==> config.mk <==
export PLATFORM = sky130hd
export DESIGN_NAME = fault_stat_reg
export DESIGN_NICKNAME = d
export VERILOG_FILES = /design/src/rtl/fsr_pkg.sv /design/src/rtl/fsr_src_sel.sv /design/src/rtl/fsr_sticky_cell.sv /design/src/rtl/fsr_summary.sv /design/src/rtl/fault_stat_reg.sv
export SDC_FILE = /design/constraint.sdc
export NUM_CORES = 1
export LEC_CHECK = 0
export BUFFER_PORTS_ARGS = -buffer_cell sky130_fd_sc_hd__clkbuf_2
export CAP_MARGIN = 30
export CORE_MARGIN = 2
export CORE_UTILIZATION = 31
export DETAILED_ROUTE_END_ITERATION = 7
export SETUP_SLACK_MARGIN = 0.4
export SYNTH_ARGS = -nofsm -noshare
export SYNTH_HDL_FRONTEND = slang
export SYNTH_SLANG_ARGS = --single-unit
==> constraint.sdc <==
create_clock -name clk -period 1.3 [get_ports clk]
set_input_delay 0.26 -clock clk [delete_from_list [all_inputs] [get_ports clk]]
set_output_delay 0.26 -clock clk [all_outputs]
set_load 0.05 [all_outputs]
==> src/rtl/fsr_pkg.sv <==
package fsr_pkg;
  localparam int unsigned CH_DEFAULT  = 7;
  localparam int unsigned AUX_DEFAULT = 8;

  typedef enum logic {
    B0_SRC_VOLT  = 1'b0,
    B0_SRC_TIMER = 1'b1
  } b0_src_e;
endpackage

==> src/rtl/fsr_src_sel.sv <==
module fsr_src_sel
  import fsr_pkg::*;
#(
  parameter int unsigned NUM_CH = CH_DEFAULT
) (
  input  logic [NUM_CH-1:0] mon_flt,
  input  logic              therm_tmr_hit,
  input  logic              b0_sel_tmr,
  output logic [NUM_CH-1:0] src
);
  b0_src_e b0_mode;

  always_comb begin
    b0_mode = b0_src_e'(b0_sel_tmr);
    src     = mon_flt;
    if (b0_mode == B0_SRC_TIMER) src[0] = therm_tmr_hit;
  end
endmodule

==> src/rtl/fsr_sticky_cell.sv <==
module fsr_sticky_cell (
  input  logic clk,
  input  logic rst,
  input  logic src,
  input  logic rd,
  output logic st_q
);
  always_ff @(posedge clk) begin
    if (rst) st_q <= 1'b0;
    else     st_q <= src | (st_q & ~rd);
  end

  // an active source sets the bit
  a_r3_set_on_fault: assert property (@(posedge clk) disable iff (rst)
    src |=> st_q);
  // with no read, a set bit stays set
  a_r3_hold_no_read: assert property (@(posedge clk) disable iff (rst)
    (st_q && !rd) |=> st_q);
  // a read with the source gone clears the bit
  a_r4_clear_when_gone: assert property (@(posedge clk) disable iff (rst)
    (rd && !src) |=> !st_q);
endmodule

==> src/rtl/fsr_summary.sv <==
module fsr_summary
  import fsr_pkg::*;
#(
  parameter int unsigned AUX_W = AUX_DEFAULT
) (
  input  logic             clk,
  input  logic             rst,
  input  logic [AUX_W-1:0] aux_stat,
  output logic             sum_q
);
  always_ff @(posedge clk) begin
    if (rst) sum_q <= 1'b0;
    else     sum_q <= |aux_stat;
  end

  // any set auxiliary bit shows in the summary one edge later
  a_r6_sum_rises: assert property (@(posedge clk) disable iff (rst)
    (aux_stat != '0) |=> sum_q);
  // a clear auxiliary vector drops the summary one edge later
  a_r6_sum_falls: assert property (@(posedge clk) disable iff (rst)
    (aux_stat == '0) |=> !sum_q);
endmodule

==> src/rtl/fault_stat_reg.sv <==
module fault_stat_reg
  import fsr_pkg::*;
#(
  parameter int unsigned NUM_CH = CH_DEFAULT,
  parameter int unsigned AUX_W  = AUX_DEFAULT
) (
  input  logic              clk,
  input  logic              rst,
  input  logic [NUM_CH-1:0] mon_flt,
  input  logic              therm_tmr_hit,
  input  logic              b0_sel_tmr,
  input  logic [AUX_W-1:0]  aux_stat,
  input  logic              rd_stb,
  output logic [NUM_CH:0]   rd_data,
  output logic              irq
);
  localparam int unsigned REG_W   = NUM_CH + 1;
  localparam int unsigned SUM_BIT = NUM_CH;

  logic [NUM_CH-1:0] src;
  logic [NUM_CH-1:0] st_vec;
  logic              sum_q;
  logic [REG_W-1:0]  word;

  fsr_src_sel #(.NUM_CH(NUM_CH)) u_sel (
    .mon_flt      (mon_flt),
    .therm_tmr_hit(therm_tmr_hit),
    .b0_sel_tmr   (b0_sel_tmr),
    .src          (src)
  );

  for (genvar k = 0; k < NUM_CH; k++) begin : g_cell
    fsr_sticky_cell u_cell (
      .clk (clk),
      .rst (rst),
      .src (src[k]),
      .rd  (rd_stb),
      .st_q(st_vec[k])
    );
  end

  fsr_summary #(.AUX_W(AUX_W)) u_sum (
    .clk     (clk),
    .rst     (rst),
    .aux_stat(aux_stat),
    .sum_q   (sum_q)
  );

  always_comb begin
    word          = '0;
    word[NUM_CH-1:0] = st_vec;
    word[SUM_BIT] = sum_q;
  end

  always_ff @(posedge clk) begin
    if (rst)         rd_data <= '0;
    else if (rd_stb) rd_data <= word;
  end

  assign irq = |word;

  // read data holds between reads
  a_r5_hold_between_reads: assert property (@(posedge clk) disable iff (rst)
    !rd_stb |=> $stable(rd_data));
  // any channel fault raises the request on the next edge
  a_r8_fault_raises_irq: assert property (@(posedge clk) disable iff (rst)
    (src != '0) |=> irq);
  // in timer mode the timer input sets bit 0
  a_r7_timer_sets_b0: assert property (@(posedge clk) disable iff (rst)
    (b0_sel_tmr && therm_tmr_hit) |=> st_vec[0]);
  // a read leaves the summary set while the auxiliary vector stays set
  a_r6_read_keeps_sum: assert property (@(posedge clk) disable iff (rst)
    (rd_stb && sum_q && aux_stat != '0) |=> sum_q);
endmodule

# Word level (Yosys, flattened, before mapping)
# Index checks and enable logic that the tools add are counted.
word_totals:
  romBits: 0
  latchBits: 0
  wordCells: 27
  memories: 0
  regBits: 16
  ram_bits: 0
op_classes:
  n_mux: 1
  div_mod_pow: 0
  magnitude_cmp: 0
  n_eq_ne: 0
  mul: 0
  bitwise: 15
  addsub: 0
  n_shift: 0
  n_reduce_logical: 2
op_table:
  columns: ["op", "count"]
  rows:
  - ["8-bit OR reduction", 2]
  - ["1-bit bitwise AND", 7]
  - ["1-bit bitwise OR", 7]
  - ["1-bit 2-to-1 mux", 1]
  - ["1-bit NOT", 1]

# Longest topological paths before layout
# Gate-level depths: netlist of the first run.
depth:
  word_depth: 3
  ltp_mapped: 3
  depth_no_buf: 2

# Hierarchy
# From an unflattened synthesis of the first run, not the netlist that was laid out.
hier_totals:
  cells_unflattened: 68
  area_unflattened_um2: 670.6
modules_own_cells:
  columns: ["mod", "area_each_um2", "instances", "cells_per_inst", "seq_area_each_um2"]
  rows:
  - ["fault_stat_reg", 301.5, 1, 29, 160.2]
  - ["fsr_sticky_cell", 38.8, 7, 4, 20.0]
  - ["fsr_src_sel", 60.1, 1, 7, 0.0]
  - ["fsr_summary", 37.5, 1, 4, 20.0]

# Worst setup path after synthesis of the first run
# No wires, ideal clock.
synth_timing:
  kind: "reg2out"
  startpoint: "register g_cell[5].u_cell.st_q"
  endpoint: "output irq"
  path_slack_ns: 0.159
  arrival_time_ns: 0.881
  stages_incl_launch_ff: 3
  required_ns: 1.040
  path_buffers: 0
  path_cell_list: "dfxtp_1 -> nor4_1 -> nand2_1"
synth_via:
  elab_chain_len: 1
synth_lines:
  columns: ["element", "line", "rtl"]
  rows:
  - ["from (decl)", "fsr_sticky_cell.sv:6", "output logic st_q"]
  - ["from (signal assigned)", "fsr_sticky_cell.sv:10", "else st_q <= src | (st_q & ~rd);"]
  - ["8-bit OR reduction", "fault_stat_reg.sv:60", "assign irq = |word;"]
  - ["to (decl)", "fault_stat_reg.sv:15", "output logic irq"]
# No other way between the ends.

# Final worst setup path of the first run
layout_timing:
  startpoint: "register g_cell[4].u_cell.st_q"
  endpoint: "output irq"
layout_via:
  elab_chain_len: 1
layout_lines:
  columns: ["element", "line"]
  rows:
  - ["from (decl)", "fsr_sticky_cell.sv:6"]
  - ["from (signal assigned)", "fsr_sticky_cell.sv:10"]
  - ["8-bit OR reduction", "fault_stat_reg.sv:60"]
# No other way between the ends.

==> results.md, run 1 <==
* Share of layout cells above drive strength 1 at 0.521
* Clock Sinks at 16
* Top-count cell post-synth: dfxtp_1
* Initial antenna violation count at 0
* Post-route setup slack at -114 ps
* Hold Startpoint: mon_flt[2]
* Total core area at between 1500 and 2000 um^2
* Total power at roughly 1.1 mW
* CTS tree: done
* Minimum clock period at ~1400 ps
* CP Max Fanout at 3
* Final Hold Viols at 0
* VDD IR max at between 0.0006 and 0.0007 V
* Num ports at 29
* Total of max-cap violations at 0
* Overall Global Routing Usage at 0.113
* FP Rows at 15
* Port bufs at 28
* Clk_skew at approximately 5.3 ps
* Die H at roughly 48 um
* Critical Path AT at approximately 1200 ps
* Total wire length at ~1200 um
* Clock tree root buffer cell: clkbuf_4
* Final Setup Violations at 1
* Top cells by area, synth: dfxtp_1, mux2i_1, nand2b_1, a21oi_1, nor2_1
* Max H-tree Level at 1
* WHS Path Cells at 3
* Final period utilization at 1.09
* Reg-to-Reg End: rd_data[3]
* Yosys cell types at 11
* Maximum number of pins on one net before global-route repair at 17
* Synth Area in Compound Gates at 0.0671
* Post-Synth Simple-Gate Area at 0.172
* Syn Nets at 82
* DR pass1 iterations at 4
* Reg2reg setup slack at roughly 550 ps
* Initial DRC count at 4
* Vias in the first global route at between 400 and 500
* Combinational family with the most area after synthesis: simple AND/OR/NAND/NOR gates
* Slew margin rel. at 0.767
* Drc violations at 0
* Hold Crit Endpoint: g_cell[2].u_cell.st_q
* Hold Path Class: in2reg
* Worst-Skew Late Latency at roughly 280 ps
* Post-route ant nets at 0
* Ant. Diodes at 0
* DIE AREA at ~2300 um^2
* Vias per cell at 4.39
* DP HPWL at ~840 um
* Flops & latches, synth at 16
* CP endpoint kind: output port
* CTS Buffer Depth at 2
* Pins Over Slew Limit at 0
* Post-Synth Adder-Cell Area at 0
* RSZ-0062 raised after global routing: yes
* Path type of the worst setup path: reg2out
* Mux cell area share after synthesis at 0.151
* Status: finished with violations
* Initial Utilization at 0.338
* Power density over cell area at between 1000 and 1500 nW/um^2
* Top post-synthesis cells by count: dfxtp_1, mux2i_1, a21oi_1, nor2_1, nand2b_1
* Reg2reg path depth at 3
* Util after Layout at 0.550
* Routed WL per cell at slightly below 10 um
* Worst Setup Start Kind: register
* Fmax at around 0.7 GHz
* Final nets at between 100 and 150
* CTS clock-pin slew for the worst setup and hold paths at ~90 ps
* Reg-to-Reg Start: rd_data[3]
* Worst Tran Pin Value at between 300 and 400 ps
* CP Data Required Time at between 1000 and 1500 ps
* Leakage at approximately 0.46 nW
* Warnings from Yosys at 0
* Xor and xnor area share after synthesis at 0
* Gate Count Post-Synth at slightly above 60
* Mapped cell area at approximately 600 um^2
* GRT overflow at 0
* TritonCTS Buffers at 3
* Gpl congestion at 0.637
* Main synth FF type: dfxtp_1
* Avg Cell Area, Syn at 9.63 um^2
* Post-synth EDFFs at 0
* Yosys top cell area share at 0.537
* First-pass GRT wire length at 1730 um
* Routed vias at between 500 and 600
* Failing checks: negative setup slack
* Area Growth Syn to Fin at 62.7%
* Die width at 47.9 um
* Yosys top cell by area: dfxtp_1
* Async SR Flop Fraction at 0
* Post-synthesis sequential area ratio at 0.537
-- repair_timing --
| item | CTS | global route |
|---|---|---|
| pin swaps | 0 | 0 |
| hold endpoints to repair | 0 | 0 |
| resized for setup | 31 | 6 |
| cloned | 0 | 0 |
| buffers inserted | 3 | 0 |
| hold buffers | 0 | 0 |
| setup endpoints to repair | 9 | 9 |
-- power by group --
part           internal (mW)  switching (mW)
Clock                  0.170           0.145
Combinational         0.0997          0.0931
Sequential             0.522          0.0302
Total                  0.792           0.268
-- through the flow --
stage	hold WS (ps)	std cells	setup slack (ps)	setup TNS (ps)	cell area, um^2
after floorplan	382	62	233	0	614
after global placement	471	112	118	0	764
after detailed placement	476	112	128	0	764
after CTS	167	119	-142	-142	956
after global routing	179	119	-182	-182	971
final	183	119	-114	-114	971
-- sequential cells by signal, indices dropped and copies added, names as in the netlist --
register            count
rd_data                 8
g_cell.u_cell.st_q      7
u_sum.sum_q             1
-- layout by cell type, fill, tap and decap left out --
master     count
a21oi_1        8
buf_4          3
buf_8          5
clkbuf_16      3
clkbuf_2      19
clkbuf_4       3
clkbuf_8       2
dfxtp_1        5
dfxtp_2       11
inv_1          6
mux2i_1        9
nand2_2        1
nand2b_1       7
nor2_1         8
nor4_1         2
nor4_4         2
-- critical path: stages (launching register included) --
cell      delay [ps]
dfxtp_2          350
nor4_4           270
nand2_2           80
clkbuf_8         180
-- final cells by class --
type / instances / area (um^2)
flip-flops and latches: 16 / 334
multi-input cells: 37 / 265
well taps: 25 / 31.3
clock buffers: 4 / 36.3
fillers: 183 / 793
repair buffers: 31 / 282
inverters: 6 / 22.5
-- routing by layer --
layer | up-vias | share of wire | GRT usage
met5 | - | 0 | 0
met4 | 0 | 0.010 | 0.0649
met3 | 2 | 0.094 | 0.0528
met2 | 23 | 0.41 | 0.136
met1 | 224 | 0.49 | 0.159
li1 | 273 | - | -
-- how the worst max path moves through the flow --
| stage | from | end | slack [ps] | cells past startpoint |
|---|---|---|---|---|
| after CTS | g_cell[4].u_cell.st_q | irq | -140 | 3 |
| after global routing | g_cell[4].u_cell.st_q | irq | -180 | 3 |
| after detailed placement | g_cell[4].u_cell.st_q | irq | 130 | 3 |
| after floorplan | g_cell[4].u_cell.st_q | irq | 230 | 2 |
| final | g_cell[4].u_cell.st_q | irq | -110 | 3 |
| after global placement | g_cell[4].u_cell.st_q | irq | 120 | 3 |
-- cell families (layout without fill, tap and decap cells) --
family / after synthesis / in the layout
flip-flops: 16 / 16
buffers and inverters: 9 / 41
multiplexers: 9 / 9
AND/OR/NAND/NOR: 20 / 20
AO/OA/AOI/OAI: 8 / 8
(Power assumes the default switching activity.)
==> run 2, diff against run 1 <==
- ABC_AREA: not set -> 1
==> run 2 against run 1 <==
Effect of this change:
- the run still ends with negative setup slack left
- maximum frequency up 4.3%
- clock power is 6% higher
- via count is 9.4% higher
- total power rose by 4.9%
- critical path depth is 2 higher
- hold slack got worse by 19 ps
- cell count increased by 12%
- flip-flop and latch count unchanged
- clock skew shrank 1.6 ps
- area after synthesis rose by 0.63%
- first-iteration DRC count is the same
- core utilization shrank 3.1 points
- critical path type unchanged
- largest cell class unchanged
- highest routed layer unchanged
==> results.md, run 2 <==
* Yosys top cell area share at 0.533 (-0.00335)
* Setup TNS after final layout at -55.9 ps (+58.0 ps)
* Ant. Diodes at 0 (unchanged)
* Top cells by area, synth: dfxtp_1, nor2_1, a21oi_1, nand2_1, inv_1
* Port bufs at 28 (unchanged)
* Hold Crit Endpoint: g_cell[1].u_cell.st_q
* CTS Buffer Depth at 2 (unchanged)
* Synth Area in Compound Gates at 0.156 (+0.0892)
* CP Max Fanout at 2 (-1)
* Total core area at 1780 um^2 (+1.1%)
* Overall Global Routing Usage at 0.128 (+0.0150)
* Vias per cell at 4.29 (-2.1%)
* Reg-to-Reg Start: rd_data[3]
* Most frequent cells in the layout: nor2_1, clkbuf_2, a21oi_1
* Main synth FF type: dfxtp_1
* WHS Path Cells at 3 (unchanged)
* Flops & latches, synth at 16 (unchanged)
* Drc violations at 0 (unchanged)
* Post-route setup slack at -55.9 ps (+58.0 ps)
* Syn Nets at 97 (+18%)
* DIE AREA at 2310 um^2 (+0.59%)
* RSZ-0062 raised after global routing: yes
* Vias in the first global route at 476 (+16%)
* CP Data Required Time at 1040 ps (about the same)
* Routed WL per cell at 9.37 um (-5.4%)
* Yosys cell types at 13 (+2)
* Hold Startpoint: mon_flt[1]
* Async SR Flop Fraction at 0 (unchanged)
* VDD IR max at 0.000392 V (-36%)
* Mapped cell area at 601 um^2 (+0.63%)
* CTS tree: done
* Dpl cell area at 764 um^2 (unchanged)
* Reg-to-Reg End: rd_data[3]
* Total of max-cap violations at 0 (unchanged)
* DR pass1 iterations at 2 (-2)
* Initial antenna violation count at 0 (unchanged)
* Initial Utilization at 0.337 (-0.00146)
* Max H-tree Level at 1 (unchanged)
* Post-route cell area at 926 um^2 (-4.6%)
* Warnings from Yosys at 0 (unchanged)
* Combinational family with the most area after synthesis: simple AND/OR/NAND/NOR gates
* First-pass GRT wire length at 1950 um (+13%)
* Worst Tran Pin Value at 316 ps (-34.2 ps)
* Post-route ant nets at 0 (unchanged)
* Xor and xnor area share after synthesis at 0 (unchanged)
* Reg2reg path depth at 3 (unchanged)
* Leakage at 0.445 nW (-3.4%)
* Clock tree root buffer cell: clkbuf_4
* Hold-fix buffers, CTS at 0 (unchanged)
* Post-Synth Simple-Gate Area at 0.206 (+0.0343)
* Post-synth EDFFs at 0 (unchanged)
* Top flop regs: rd_data (8), g_cell.u_cell.st_q (7), u_sum.sum_q (1)
* Clock Sinks at 16 (unchanged)
* Final period utilization at 1.04 (-0.0446)
* Util after Layout at 0.519 (-0.0311)
* Maximum number of pins on one net before global-route repair at 13 (-4)
* Power density over cell area at 1200 nW/um^2 (+10%)
* Minimum clock period at 1360 ps (-58.0 ps)
* Post-Synth Adder-Cell Area at 0 (unchanged)
* Clk_skew at 3.72 ps (-1.60 ps)
* GRT overflow at 0 (unchanged)
* Gate Count Post-Synth at 77 (+24%)
* Reg2reg setup slack at 590 ps (+40 ps)
* Worst Setup Start Kind: register
* Avg Cell Area, Syn at 7.80 um^2 (-19%)
* Final Hold Viols at 0 (unchanged)
* # fillers at 175 (-4.4%)
* Num ports at 29 (unchanged)
* Gpl congestion at 0.791 (+24%)
* CP endpoint kind: output port
* Slew margin rel. at 0.789 (+0.0225)
* Fmax at 0.737 GHz (+4.3%)
* Total wire length at 1250 um (+5.7%)
* DP HPWL at 928 um (+9.9%)
* Largest reg by FF count: rd_data
* Top post-synthesis cells by count: nor2_1, dfxtp_1, a21oi_1
* Post-synthesis sequential area ratio at 0.533 (-0.00335)
* TritonCTS Buffers at 3 (unchanged)
* Share of layout cells above drive strength 1 at 0.472 (-0.0491)
* Worst-Skew Late Latency at 290 ps (about the same)
* Yosys top cell by area: dfxtp_1
* Worst slack, placed at 193 ps (+64.4 ps)
* Top-count cell post-synth: nor2_1
* Mux cell area share after synthesis at 0 (-0.151)
* Critical Path AT at 1100 ps (-50 ps)
* Most common cell after layout, fill and taps aside: nor2_1
* Initial DRC count at 4 (unchanged)
* Failing checks: negative setup slack
* Max FFs per register at 8 (unchanged)
* Final Setup Violations at 1 (unchanged)
* FP Rows at 15 (unchanged)
* Final nets at 129 (+12%)
* Path type of the worst setup path: reg2out
* Hold Path Class: in2reg
* Die width at 48.0 um (+0.29%)
* Die H at 48.0 um (+0.29%)
* Status: finished with violations
* Area Growth Syn to Fin at 54.2%
* CTS clock-pin slew for the worst setup and hold paths at 90 ps (about the same)
* Routed vias at 571 (+9.4%)
* Pins Over Slew Limit at 0 (unchanged)
==> run 2: changes by cell type in the layout (fill, tap and decap cells not counted), sizes merged <==
| cell | previous run | this run |
|---|---|---|
| nand2 | 1 | 9 |
| nand2b | 7 | 0 |
| a21oi | 8 | 10 |
| clkbuf | 27 | 24 |
| nor4 | 4 | 0 |
| nor2 | 8 | 20 |
| o21ai | 0 | 8 |
| nand3 | 0 | 1 |
| nor3 | 0 | 2 |
| buf | 8 | 10 |
| inv | 6 | 8 |
| mux2i | 9 | 0 |
==> run 2: cell type report <==
type	instances	area [um^2]	area share
inverters	8	32.5	0.0351
clock buffers	4	36.3	0.0392
repair buffers	30	255	0.276
well taps	25	31.3	0.0338
flip-flops and latches	16	332	0.358
multi-input cells	50	239	0.258
==> run 2: how the worst max path moves through the flow <==
stage,start,endpoint,slack [ps],depth (start not counted)
detailed placement,g_cell[5].u_cell.st_q,irq,190,5
global route,g_cell[2].u_cell.st_q,irq,-120,5
global placement,g_cell[5].u_cell.st_q,irq,190,5
CTS,g_cell[2].u_cell.st_q,irq,-90,5
finish,g_cell[2].u_cell.st_q,irq,-60,5
floorplan,g_cell[3].u_cell.st_q,irq,330,4
==> run 2: critical path, cell delays in order (launching register included) <==
cell and delay (ps):
dfxtp_1 320, inv_1 70, nand2_1 60, nor3_2 120, nand2_2 80, buf_8 150
==> run 2: cell families (layout without fill, tap and decap cells) <==
logic type | Yosys count | count (layout)
flops | 16 | 16
buf+inv | 11 | 42
compound gates | 18 | 18
simple gates | 32 | 32
==> run 2: metal layers <==
metal	track usage	vias to the layer above	share of wire
li1	-	303	-
met1	0.167	240	0.45
met2	0.176	23	0.44
met3	0.0226	5	0.063
met4	0.114	0	0.039
met5	0	-	0
==> run 2: timing repair <==
| action | 4_1_cts | 5_1_grt |
|---|---|---|
| setup buffers | 1 | 0 |
| endpoints found under the setup margin | 9 | 9 |
| gates resized for setup | 26 | 12 |
==> run 2: report_power, final <==
group	internal, mW	switching [mW]	total, mW
Sequential	0.527	0.0270	0.554
Combinational	0.102	0.124	0.225
Clock	0.171	0.162	0.333
Total	0.799	0.313	1.11
==> run 2: stage by stage <==
stage          power (mW)  cells  hold WS (ps)
2_1_floorplan       0.683     77           377
3_3_place_gp        0.734    128           433
3_5_place_dp        0.737    128           457
4_1_cts              1.11    133           160
5_1_grt              1.16    133           164
6_report             1.11    133           165
